**src/rtl/acc_core_pkg.sv**
```systemverilog
package acc_core_pkg;

  localparam int OPW = 8;

  localparam logic [2:0] OPF_LD  = 3'b000;
  localparam logic [2:0] OPF_ADD = 3'b100;
  localparam logic [2:0] OPF_SUB = 3'b101;
  localparam logic [2:0] OPF_ST  = 3'b110;
  localparam logic [2:0] OPF_BR  = 3'b111;

  localparam logic [2:0] LDV_TO_OUT = 3'b110;
  localparam logic [OPW-1:0] OPC_IDLE = 8'h02;

  typedef enum logic [1:0] {
    SRC_OPND = 2'b00,
    SRC_MEM  = 2'b01,
    SRC_ACC  = 2'b10,
    SRC_RSV  = 2'b11
  } src_e;

  typedef enum logic [1:0] {
    ALU_PASS,
    ALU_ADD,
    ALU_SUB,
    ALU_KEEP
  } alu_e;

  typedef struct packed {
    alu_e       alu;
    src_e       src;
    logic [2:0] cmask;
    logic       ac_en;
    logic       out_en;
    logic       mem_we;
    logic       is_br;
  } ctrl_t;

endpackage

```
**src/rtl/acc_decode.sv**
```systemverilog
module acc_decode
  import acc_core_pkg::*;
(
  input  logic [OPW-1:0] opc,
  output ctrl_t          ctrl
);

  always_comb begin
    ctrl        = '0;
    ctrl.alu    = ALU_KEEP;
    ctrl.src    = src_e'(opc[1:0]);
    ctrl.cmask  = opc[4:2];
    unique case (opc[7:5])
      OPF_LD: begin
        ctrl.alu    = ALU_PASS;
        ctrl.ac_en  = 1'b1;
        ctrl.out_en = (opc[4:2] == LDV_TO_OUT);
      end
      OPF_ADD: begin
        ctrl.alu   = ALU_ADD;
        ctrl.ac_en = 1'b1;
      end
      OPF_SUB: begin
        ctrl.alu   = ALU_SUB;
        ctrl.ac_en = 1'b1;
      end
      OPF_ST:  ctrl.mem_we = 1'b1;
      OPF_BR:  ctrl.is_br  = 1'b1;
      default: ctrl.alu    = ALU_KEEP;
    endcase
  end

endmodule

```
**src/rtl/acc_alu.sv**
```systemverilog
module acc_alu
  import acc_core_pkg::*;
#(
  parameter int DW = 8
) (
  input  alu_e          op,
  input  logic [DW-1:0] a,
  input  logic [DW-1:0] b,
  output logic [DW-1:0] y
);

  always_comb begin
    unique case (op)
      ALU_PASS: y = b;
      ALU_ADD:  y = a + b;
      ALU_SUB:  y = a - b;
      default:  y = a;
    endcase
  end

endmodule

```
**src/rtl/acc_branch.sv**
```systemverilog
module acc_branch #(
  parameter int DW = 8,
  parameter int AW = 16
) (
  input  logic          is_br,
  input  logic [2:0]    cmask,
  input  logic [DW-1:0] acc,
  input  logic [DW-1:0] target,
  input  logic [AW-1:0] pc,
  output logic          taken,
  output logic [AW-1:0] pc_nxt
);

  localparam int PAGE_W = AW - DW;

  logic [2:0] flag;
  logic [2:0] hit;
  logic       acc_zero;

  assign acc_zero = (acc == '0);
  assign flag[0]  = !acc[DW-1] && !acc_zero;
  assign flag[1]  = acc[DW-1];
  assign flag[2]  = acc_zero;

  for (genvar i = 0; i < 3; i++) begin : g_cond
    assign hit[i] = cmask[i] & flag[i];
  end

  assign taken = is_br & (|hit);

  always_comb begin
    if (taken) pc_nxt = {pc[AW-1 -: PAGE_W], target};
    else       pc_nxt = pc + AW'(1);
  end

endmodule

```
**src/rtl/acc_core.sv**
```systemverilog
module acc_core
  import acc_core_pkg::*;
#(
  parameter int DW = 8,
  parameter int AW = 16
) (
  input  logic              clk,
  input  logic              rst_n,
  output logic [AW-1:0]     rom_addr,
  input  logic [OPW+DW-1:0] rom_data,
  output logic [DW-1:0]     ram_addr,
  input  logic [DW-1:0]     ram_rdata,
  output logic [DW-1:0]     ram_wdata,
  output logic              ram_we,
  output logic [DW-1:0]     out_reg,
  output logic [DW-1:0]     ac_obs,
  output logic [AW-1:0]     pc_obs
);

  localparam int SYNC_N = 2;

  logic [SYNC_N-1:0] rsync_q;
  logic              rst_core_n;

  always_ff @(posedge clk or negedge rst_n) begin
    if (!rst_n) rsync_q <= '0;
    else        rsync_q <= {rsync_q[SYNC_N-2:0], 1'b1};
  end
  assign rst_core_n = rsync_q[SYNC_N-1];

  logic [AW-1:0]  pc_q, pc_d;
  logic [OPW-1:0] ir_q;
  logic [DW-1:0]  d_q;
  logic [DW-1:0]  ac_q, ac_d;
  logic [DW-1:0]  out_q;
  logic [DW-1:0]  bus;
  logic           br_taken;
  ctrl_t          ctrl;

  acc_decode u_dec (
    .opc  (ir_q),
    .ctrl (ctrl)
  );

  always_comb begin
    unique case (ctrl.src)
      SRC_MEM: bus = ram_rdata;
      SRC_ACC: bus = ac_q;
      default: bus = d_q;
    endcase
  end

  acc_alu #(.DW(DW)) u_alu (
    .op (ctrl.alu),
    .a  (ac_q),
    .b  (bus),
    .y  (ac_d)
  );

  acc_branch #(.DW(DW), .AW(AW)) u_br (
    .is_br  (ctrl.is_br),
    .cmask  (ctrl.cmask),
    .acc    (ac_q),
    .target (bus),
    .pc     (pc_q),
    .taken  (br_taken),
    .pc_nxt (pc_d)
  );

  always_ff @(posedge clk or negedge rst_core_n) begin
    if (!rst_core_n) begin
      pc_q <= '0;
      ir_q <= OPC_IDLE;
      d_q  <= '0;
    end else begin
      pc_q <= pc_d;
      ir_q <= rom_data[OPW+DW-1 -: OPW];
      d_q  <= rom_data[DW-1:0];
    end
  end

  always_ff @(posedge clk or negedge rst_core_n) begin
    if (!rst_core_n)    ac_q <= '0;
    else if (ctrl.ac_en) ac_q <= ac_d;
  end

  always_ff @(posedge clk or negedge rst_core_n) begin
    if (!rst_core_n)     out_q <= '0;
    else if (ctrl.out_en) out_q <= ac_d;
  end

  assign rom_addr  = pc_q;
  assign ram_addr  = d_q;
  assign ram_wdata = bus;
  assign ram_we    = ctrl.mem_we;
  assign out_reg   = out_q;
  assign ac_obs    = ac_q;
  assign pc_obs    = pc_q;

endmodule

```
**config.mk**
```make
export PLATFORM = sky130hd
export DESIGN_NAME = acc_core
export DESIGN_NICKNAME = d
export VERILOG_FILES = /design/src/rtl/acc_core_pkg.sv /design/src/rtl/acc_decode.sv /design/src/rtl/acc_alu.sv /design/src/rtl/acc_branch.sv /design/src/rtl/acc_core.sv
export SDC_FILE = /design/constraint.sdc
export NUM_CORES = 1
export LEC_CHECK = 0
export ABC_AREA = 1
export BUFFER_PORTS_ARGS = -buffer_cell sky130_fd_sc_hd__buf_2
export CELL_PAD_IN_SITES_DETAIL_PLACEMENT = 1
export CELL_PAD_IN_SITES_GLOBAL_PLACEMENT = 2
export CORE_MARGIN = 5
export CORE_UTILIZATION = 25
export CTS_BUF_LIST = sky130_fd_sc_hd__clkbuf_8
export DETAILED_ROUTE_END_ITERATION = 7
export PLACE_DENSITY = 0.68
export SLEW_MARGIN = 10
export SYNTH_ARGS = -nofsm -noshare
export SYNTH_HDL_FRONTEND = slang
export SYNTH_HIERARCHICAL = 1
export SYNTH_SLANG_ARGS = --single-unit
```
**constraint.sdc**
```tcl
create_clock -name clk -period 1.7 [get_ports clk]
set_input_delay 0.17 -clock clk [delete_from_list [all_inputs] [get_ports clk]]
set_output_delay 0.17 -clock clk [all_outputs]
set_load 0.02 [all_outputs]
```
==> out/metrics.yaml <==
routing:
  drc: 0
  drtAntennaViolNets: 0
  drt_iter0_drc: 94
  wl_um: 12000
  routed_via_density: 4.37
  routedWlPerCell_um: 14.9
  drt-pass1-iter-count: 4
  vias: 3516
worst_setup_path:
  crit_fanout: 4
  worstSetupStartpointType: "register"
  critPathRequiredTime_ns: 1.96
  end_kind: "register"
  path_class: "register to register"
  crit_arrival_ns: 3.37
die:
  rows: 42
  num_io_pins: 91
  die_width_um: 125
  core_area_um2: 13100
  start_util_pct: 25.3
  fp.dieArea_um2: 15600
  die_h_um: 125
timing:
  hold_ws_ns: 0.139
  fmax_mhz: 322
  clock_skew_ns: 0.00543
  rsz0062_at_grt: "yes"
  finalCritPeriodShare_pct: 183
  final.min_clock_period_ns: 3.11
  final-hold-violation-count: 0
  setup_slack_ns: -1.41
  drv_slew: 0
  finalSetupViolCount: 29
clock_network:
  h-tree-depth: 2
  cts_root_buf: "clkbuf_8"
  cts_tree: "built"
  cts_buffers: 5
  clkTransAtPathRegs_ns: 0.10
  clock_latency_ns: 0.33
  max-clock-path-buffers: 2
  cts_sinks: 50
finish:
  nets: 669
  utilization_pct: 40.6
  syn2layout_area_growth_pct: 60.9
  insertedDiodeCount: 0
  largest_reg_flops: 16
  drive_gt1_share_pct: 45.6
grt:
  grt_pass1_vias: 3782
  overflow: 0
  grt_start_max_net_pins: 49
  antenna_found_initial: 0
  grt_pass1_wl_um: 19200
  track_usage_pct: 15.1
placement:
  gp_congestion: 0.816
  portBuffers: 90
  dp_hpwl_um: 9130
  dp_slack_ns: -1.49
worst_hold_path:
  holdCritPathClass: "input pin to asynchronous set/reset pin"
run_status:
  status: "finished with violations"
  violations: "negative setup slack"
power_and_ir_drop:
  pwr_density_cell_nw_per_um2: 1130
  ir_drop_mv: 0.461
  p_leak_nw: 2.70
logic_synthesis:
  syn_area_um2: 3300
  ys_warn_count: 6
  avgSynthCellArea_um2: 7.23
  synthCells: 457
  synth.net_count: 498
job:
  maxCapViolations: 0
[area by class of cell]
class,instances,area (µm²)
Clock buffer,5,68.8
Clock inverter,3,15.0
Sequential cell,50,1250
Timing Repair Buffer,194,1440
Inverter,62,255
Multi-Input combinational cell,315,2060
Fill cell,1603,7770
Tap cell,176,220
[critical path, stage by stage, from the launching register on]
cell	delay, ns
dfstp_2	0.58
inv_2	0.05
ha_4	0.18
nand2_2	0.07
nand2_2	0.06
nand2_4	0.09
nand2_8	0.06
inv_6	0.05
ha_4	0.14
inv_4	0.04
nor2_4	0.11
nand2_2	0.08
o31ai_4	0.24
xnor2_1	0.16
inv_1	0.10
ha_4	0.30
nand2_4	0.06
inv_2	0.05
nand2_2	0.05
nand2_2	0.06
a21oi_2	0.03
nand3_1	0.09
nand3_2	0.09
a21oi_2	0.17
nand2_1	0.06
o21ai_1	0.07
[where the power goes]
group | switching, mW | internal [mW] | leakage (nW)
Sequential | 0.252 | 1.42 | 0.608
Clock | 0.443 | 0.281 | 0.0467
Combinational | 2.04 | 1.57 | 2.05
Total | 2.74 | 3.27 | 2.70
[path summary, 6_finish.rpt]
kind                                      start  cells after the start  slack [ns]                     end
max in group asynchronous  rsync_q[1]$_DFF_PN0_                      1        1.15       ir_q[1]$_DFF_PN1_
min reg2reg                rsync_q[1]$_DFF_PN0_                      1        0.26    pc_obs[15]$_DFF_PN0_
max reg2reg                   ir_q[1]$_DFF_PN1_                     25       -1.41  out_reg[7]$_DFFE_PN0P_
min                                       rst_n                      2        0.14    rsync_q[1]$_DFF_PN0_
min in group clk           rsync_q[0]$_DFF_PN0_                      0        0.36    rsync_q[1]$_DFF_PN0_
max                           ir_q[1]$_DFF_PN1_                     25       -1.41  out_reg[7]$_DFFE_PN0P_
[metrics by stage]
step / TNS (ns) / cell area, µm² / instances / total power, mW
floorplan: -14.25 / 3510 / 457 / 3.62
global placement: -18.07 / 4400 / 750 / 4.60
detailed placement: -18.69 / 4400 / 750 / 4.65
CTS: -18.27 / 5020 / 791 / 5.80
global route: -23.81 / 5320 / 805 / 6.45
finish: -20.69 / 5320 / 805 / 6.00
[timing repair]
item	in CTS	in global routing
pin swaps	24	33
hold endpoints to repair	18	0
buffers inserted	16	15
setup endpoints to repair	25	40
hold buffers	17	0
gates resized for setup	76	55
[layout by cell type, fill, tap and decap left out, types with 5 or more instances in the layout]
cell	instances
nand2_1	113
nand2_2	26
dfrtp_1	48
a21oi_1	10
xnor2_1	8
dlygate4sd3_1	17
o21ai_1	16
o21ai_0	5
ha_4	9
xor2_1	5
inv_2	9
inv_1	49
a21oi_2	10
ha_1	5
o21ai_2	5
clkbuf_8	5
buf_2	82
nand3_2	6
buf_4	62
nand4_1	5
nand3_1	27
nand2_4	13
buf_6	30
nor2_1	27
[metal layers]
layer  routed length, µm  global-route usage, %
met1                4920                   16.7
met2                6510                   29.6
met3                 455                   3.50
met4                  92                   2.87
met5                   0                      0
No activity file was read; power rests on OpenSTA's default activity.
